`config.mk`:
```
export PLATFORM = sky130hd
export DESIGN_NAME = fps_seq
export DESIGN_NICKNAME = d
export VERILOG_FILES = /design/src/rtl/fps_pkg.sv /design/src/rtl/fps_buffer.sv /design/src/rtl/fps_ptr.sv /design/src/rtl/fps_fsm.sv /design/src/rtl/fps_seq.sv
export SDC_FILE = /design/constraint.sdc
export NUM_CORES = 1
export LEC_CHECK = 0
export BUFFER_PORTS_ARGS = -buffer_cell sky130_fd_sc_hd__clkbuf_2
export CORE_ASPECT_RATIO = 0.9
export CORE_MARGIN = 2
export CORE_UTILIZATION = 40
export CTS_BUF_LIST = sky130_fd_sc_hd__clkbuf_4
export DETAILED_ROUTE_END_ITERATION = 7
export PLACE_DENSITY_LB_ADDON = 0.1
export SYNTH_ARGS = -nofsm -noshare
export SYNTH_HDL_FRONTEND = slang
export SYNTH_HIERARCHICAL = 1
export SYNTH_SLANG_ARGS = --single-unit
```
`constraint.sdc`:
```
create_clock -name clk -period 2.85 [get_ports clk]
set_clock_uncertainty 0.05 [all_clocks]
set_input_delay 0.4275 -clock clk [delete_from_list [all_inputs] [get_ports clk]]
set_output_delay 0.4275 -clock clk [all_outputs]
set_load 0.05 [all_outputs]
```
`src/rtl/fps_pkg.sv`:
```
package fps_pkg;
    typedef enum logic [1:0] {
        ST_IDLE  = 2'd0,
        ST_FILL  = 2'd1,
        ST_DRAIN = 2'd2,
        ST_EXIT  = 2'd3
    } fps_state_e;

    localparam int STAT_BUSY  = 0;
    localparam int STAT_ERR   = 4;
    localparam int STAT_READY = 7;
endpackage

```
`src/rtl/fps_buffer.sv`:
```
module fps_buffer #(
    parameter int DEPTH = 32,
    parameter int DW    = 16,
    localparam int IW   = $clog2(DEPTH)
) (
    input  logic          clk,
    input  logic          rst_n,
    input  logic          wr_en,
    input  logic [IW-1:0] wr_idx,
    input  logic [DW-1:0] wr_data,
    input  logic [IW-1:0] rd_idx,
    output logic [DW-1:0] rd_data
);
    logic [DW-1:0] slots [DEPTH];

    always_ff @(posedge clk or negedge rst_n) begin
        if (!rst_n) begin
            for (int i = 0; i < DEPTH; i++) slots[i] <= '0;
        end else if (wr_en && (32'(wr_idx) < DEPTH)) begin
            slots[wr_idx] <= wr_data;
        end
    end

    assign rd_data = (32'(rd_idx) < DEPTH) ? slots[rd_idx] : '0;
endmodule

```
`src/rtl/fps_ptr.sv`:
```
module fps_ptr #(
    parameter int DEPTH  = 32,
    parameter int AW     = 22,
    parameter int BLK_AW = 16,
    localparam int IW    = $clog2(DEPTH),
    localparam int BW    = AW - BLK_AW
) (
    input  logic          clk,
    input  logic          rst_n,
    input  logic          load,
    input  logic [BW-1:0] load_blk,
    input  logic          step,
    output logic [BW-1:0] cur_blk,
    output logic [AW-1:0] ptr,
    output logic [IW-1:0] idx,
    output logic          idx_last
);
    assign idx_last = (idx == IW'(DEPTH - 1));

    always_ff @(posedge clk or negedge rst_n) begin
        if (!rst_n) begin
            cur_blk <= '0;
            ptr     <= '0;
            idx     <= '0;
        end else if (load) begin
            cur_blk <= load_blk;
            ptr     <= {load_blk, {BLK_AW{1'b0}}};
            idx     <= '0;
        end else if (step) begin
            ptr <= ptr + 1'b1;
            idx <= idx_last ? '0 : idx + 1'b1;
        end
    end
endmodule

```
`src/rtl/fps_fsm.sv`:
```
module fps_fsm
    import fps_pkg::*;
(
    input  logic       clk,
    input  logic       rst_n,
    input  logic       phase_start,
    input  logic       host_we,
    input  logic       blk_match,
    input  logic       slot_last,
    input  logic       data_ones,
    input  logic       arr_done,
    input  logic       idx_last,
    output fps_state_e state,
    output logic       err,
    output logic       load,
    output logic       buf_we,
    output logic       step
);
    fps_state_e nxt;
    logic       err_set;

    always_ff @(posedge clk or negedge rst_n) begin
        if (!rst_n) begin
            state <= ST_IDLE;
            err   <= 1'b0;
        end else begin
            state <= nxt;
            if (load)         err <= 1'b0;
            else if (err_set) err <= 1'b1;
        end
    end

    always_comb begin
        nxt     = state;
        load    = 1'b0;
        buf_we  = 1'b0;
        step    = 1'b0;
        err_set = 1'b0;
        unique case (state)
            ST_IDLE: begin
                if (phase_start) begin
                    load = 1'b1;
                    nxt  = ST_FILL;
                end
            end
            ST_FILL: begin
                if (host_we) begin
                    if (blk_match) begin
                        buf_we = 1'b1;
                        if (slot_last) nxt = ST_DRAIN;
                    end else begin
                        err_set = !data_ones;
                        nxt     = ST_EXIT;
                    end
                end
            end
            ST_DRAIN: begin
                if (arr_done) begin
                    step = 1'b1;
                    if (idx_last) nxt = ST_FILL;
                end
            end
            ST_EXIT: nxt = ST_IDLE;
            default: nxt = ST_IDLE;
        endcase
    end
endmodule

```
`src/rtl/fps_seq.sv`:
```
module fps_seq
    import fps_pkg::*;
#(
    parameter int DEPTH  = 32,
    parameter int DW     = 16,
    parameter int AW     = 22,
    parameter int BLK_AW = 16
) (
    input  logic          clk,
    input  logic          rst_n,
    input  logic          phase_start,
    input  logic          host_we,
    input  logic [AW-1:0] host_addr,
    input  logic [DW-1:0] host_data,
    output logic          arr_req,
    output logic [AW-1:0] arr_addr,
    output logic [DW-1:0] arr_data,
    input  logic          arr_done,
    output logic [7:0]    status
);
    localparam int IW = $clog2(DEPTH);
    localparam int BW = AW - BLK_AW;

    fps_state_e    state;
    logic          err, load, buf_we, step, idx_last;
    logic [BW-1:0] cur_blk;
    logic [IW-1:0] idx;
    logic          blk_match, slot_last, data_ones;
    logic [BLK_AW-1:0] unused_mid;

    assign unused_mid = host_addr[BLK_AW-1:0];
    assign blk_match  = (host_addr[AW-1:BLK_AW] == cur_blk);
    assign slot_last  = (host_addr[IW-1:0] == IW'(DEPTH - 1));
    assign data_ones  = &host_data;

    fps_fsm u_fsm (
        .clk(clk), .rst_n(rst_n),
        .phase_start(phase_start), .host_we(host_we),
        .blk_match(blk_match), .slot_last(slot_last), .data_ones(data_ones),
        .arr_done(arr_done), .idx_last(idx_last),
        .state(state), .err(err), .load(load), .buf_we(buf_we), .step(step)
    );

    fps_ptr #(.DEPTH(DEPTH), .AW(AW), .BLK_AW(BLK_AW)) u_ptr (
        .clk(clk), .rst_n(rst_n),
        .load(load), .load_blk(host_addr[AW-1:BLK_AW]), .step(step),
        .cur_blk(cur_blk), .ptr(arr_addr), .idx(idx), .idx_last(idx_last)
    );

    fps_buffer #(.DEPTH(DEPTH), .DW(DW)) u_buf (
        .clk(clk), .rst_n(rst_n),
        .wr_en(buf_we), .wr_idx(host_addr[IW-1:0]), .wr_data(host_data),
        .rd_idx(idx), .rd_data(arr_data)
    );

    assign arr_req = (state == ST_DRAIN);

    always_comb begin
        status             = '0;
        status[STAT_BUSY]  = (state == ST_DRAIN);
        status[STAT_ERR]   = err;
        status[STAT_READY] = (state == ST_IDLE) || (state == ST_EXIT);
    end
endmodule

```
==> flow_metrics.py <==
metrics = {
    "timing": {
        "slew_viol_final": 0,
        "tightest_slew_ns": 0.558,
        "max_clock_freq_ghz": 0.291,
        "period_minus_slack_ns": 3.44,
        "post-route-period-util_pct": 121,
        "setup_slack_ns": -0.591,
        "rsz0062_at_grt": "true",
        "setup_violations": 16,
        "slew_headroom_pct": 62.7,
        "setup-tns-final_ns": -8.55,
        "hold_viol": 0,
    },
    "floorplan": {
        "rows": 88,
        "ios": 90,
        "die-area_um2": 66800,
        "die_h_um": 245,
        "start_util_pct": 40.4,
        "coreArea_um2": 64100,
        "fp.dieW_um": 272,
    },
    "run": {
        "cap_viol_max_count": 0,
    },
    "drt": {
        "antenna_left": 0,
        "first_iter_violations": 933,
        "first_pass_iters": 5,
        "via_per_inst": 5.41,
        "drcViolationCount": 0,
        "vias": 17114,
        "wl_per_cell_um": 23.3,
        "totalWireLength_mm": 73.9,
    },
    "final_layout": {
        "multi_input_area_um2": 11800,
        "seq_area_um2": 13700,
        "drive_above_1_share_pct": 48.6,
        "stdcell_count": 3164,
        "syn_to_final_growth_pct": 22.6,
        "n_fill_cell": 5672,
        "fin_nets": 2240,
    },
    "pwr": {
        "pwr-share-clk_pct": 33.7,
        "power.leakage_nw": 15.1,
        "total_power_mw": 21.5,
        "p_int_mw": 14.5,
        "powerDensity_nw_per_um2": 675,
        "peakVddDrop_v": 0.000394,
        "power_frac_seq_pct": 38.5,
        "power_frac_comb_pct": 27.9,
        "swShare_pct": 32.2,
        "p_sw_mw": 6.91,
    },
    "place": {
        "dp_cells": 2827,
        "gp_congestion": 0.784,
        "dp_hpwl_mm": 43.6,
        "portBuffers": 73,
    },
    "critical_path": {
        "cp.required_ns": 2.37,
        "cp_max_fo": 6,
        "critPathKind": "reg2out",
        "cp.arrival_ns": 2.96,
        "start_kind": "flop",
        "cp-end-kind": "primary output",
    },
    "clocking": {
        "h-tree-depth": 4,
        "cts-buffers-inserted": 151,
        "clock_latency_ns": 0.98,
        "clock-sinks": 548,
        "cts_max_path_buffers": 3,
        "clock-root-buffer": "clkbuf_4",
        "cts_tree": "built",
        "path_clk_slew_ns": 0.07,
    },
    "grt": {
        "met1_usage_pct": 30.7,
        "track_usage_pct": 22.4,
        "antenna_found_initial": 3,
        "globalRoute.totalOverflow": 0,
        "met2_usage_pct": 34.7,
        "grt_util_met3_pct": 4.91,
        "grt_pass1_wl_mm": 112,
        "grt_pass1_vias": 18337,
        "busiest_layer": "met2",
        "grt_max_degree": 95,
    },
    "logic_synthesis": {
        "yosys_warnings": 6,
        "yosysMostFrequentCell": "dfrtp_1",
        "synth-seq-cells": 548,
        "syn_inst": 1939,
        "synth_common_cells": "dfrtp_1, mux2_2, mux2i_1",
        "synthFlopType": "dfrtp_1",
        "ys_async_sr_fraction_pct": 100,
        "synth_area_um2": 25900,
        "yosys.area.top_type_share_pct": 52.9,
        "avgSynthCellArea_um2": 13.4,
        "synth_edf_count": 0,
        "synth_seq_area_share_pct": 52.9,
        "synthTopCellsByArea": "dfrtp_1, mux2_2, mux2i_1",
        "yosysTopAreaCell": "dfrtp_1",
        "synth.distinct_cells": 53,
    },
    "outcome": {
        "outcome": "complete, but fails checks",
        "violations": "setup timing",
    },
    "worst_hold_path": {
        "hold_class": "in2async",
    },
}
## cells in the final DEF (no fill, tap or decap), types with 6 or more instances in the layout
| cell | instances |
|---|---|
| a22o_1 | 32 |
| mux2i_1 | 250 |
| nor3_4 | 6 |
| o21ai_0 | 10 |
| nand3_4 | 7 |
| nor3_2 | 10 |
| buf_16 | 11 |
| dlygate4sd3_1 | 20 |
| inv_1 | 8 |
| nor2_1 | 28 |
| nor2_4 | 11 |
| xor2_1 | 7 |
| a22oi_2 | 7 |
| buf_12 | 68 |
| or3_1 | 9 |
| diode_2 | 6 |
| nand3_1 | 24 |
| inv_2 | 6 |
| clkinv_1 | 19 |
| mux2_1 | 7 |
| clkbuf_4 | 235 |
| mux2_2 | 513 |
| clkbuf_16 | 8 |
| nand2_1 | 40 |
| a22oi_1 | 58 |
| buf_4 | 89 |
| nand3_2 | 10 |
| dfrtp_1 | 545 |
| buf_6 | 9 |
| a31oi_1 | 12 |
| clkbuf_2 | 56 |
| a21oi_1 | 41 |
| nand2_2 | 16 |
| xnor2_1 | 8 |
| nand4_1 | 28 |
## final timing paths
kind | start | endpoint | slack [ns] | cells after the start
max in group asynchronous | rst_n | u_buf/slots[117] | 2.06 | 3
worst min-delay path | rst_n | u_buf/slots[385] | 0.10 | 3
min in group clk | host_data[0] | u_buf/slots[448] | 0.11 | 3
worst max register to register | u_ptr/cur_blk[0] | u_buf/slots[117] | 0.09 | 11
worst min register to register | u_buf/slots[26] | u_buf/slots[26] | 0.44 | 1
worst max-delay path | u_ptr/idx[1] | arr_data[9] | -0.59 | 10
## per-layer routing
| layer | wire, µm | share of wire (%) |
|---|---|---|
| met3 | 2940 | 4.0 |
| met5 | 0 | 0 |
| met1 | 35200 | 48 |
| met4 | 1860 | 2.5 |
| met2 | 33900 | 46 |
## timing repair
action / CTS / global route
setup buffers: 13 / 21
endpoints found under the setup margin: 16 / 21
hold endpoints to repair: 694 / 0
cloned: 8 / 8
gates resized for setup: 87 / 31
pin swaps: 28 / 42
hold buffers: 21 / 0
## state kept, by name, summed over array words and instances (netlist names)
register / flops
u_buf/slots: 512
u_ptr/ptr: 22
u_ptr/cur_blk: 6
u_ptr/idx: 5
u_fsm/state: 2
u_fsm/err: 1
## cell families (layout without fill, tap and decap cells)
| logic type | after synthesis | count (layout) | share of synthesized area [%] |
|---|---|---|---|
| buffers and inverters | 177 | 537 | 3.49 |
| XOR/XNOR | 15 | 15 | 0.507 |
| other | 1 | 11 | 0.0145 |
| AO/OA/AOI/OAI | 177 | 177 | 4.71 |
| flip-flops | 548 | 548 | 52.9 |
| adder cells (fa/ha/maj) | 4 | 4 | 0.193 |
| AND/OR/NAND/NOR | 237 | 237 | 5.53 |
| multiplexers | 780 | 780 | 32.6 |
## layout make-up
class	count	share of cell area, %
sequential	548	43.2
multi-input combinational	1218	37.2
timing repair buffer	265	10.0
clock buffer	235	5.55
tap	855	3.37
clock inverter	28	0.516
inverter	9	0.106
antenna	6	0.0473
## worst max-delay path, cell delays in order (launching register included)
cell and delay (ns):
dfrtp_4 0.51, buf_12 0.17, buf_12 0.14, buf_12 0.13, mux2i_4 0.17, a22o_1 0.21, nor3_4 0.18, a31oi_1 0.07
buf_4 0.16, nand3_4 0.09, buf_12 0.14
## power by group through the flow
stage	clock network, mW	registers (mW)	logic, mW
2_1_floorplan	0	8.51	2.76
3_3_place_gp	0	8.40	4.87
3_5_place_dp	0	8.42	4.88
4_1_cts	7.48	8.25	5.70
5_1_grt	8.00	8.28	6.29
6_report	7.22	8.25	5.98
## per-stage QoR
stage,hold WS (ns),instance area [µm²],setup slack (ns),utilization (%)
2_1_floorplan,0.0819,25900,0.280,-
3_3_place_gp,0.326,28300,0.0599,44.2
3_5_place_dp,0.330,28300,0.0428,44.2
4_1_cts,0.0286,31300,-0.729,48.8
5_1_grt,0.0373,31800,-0.759,49.6
6_report,0.104,31800,-0.591,49.6
Note: power is estimated with default switching activity, not from simulation.
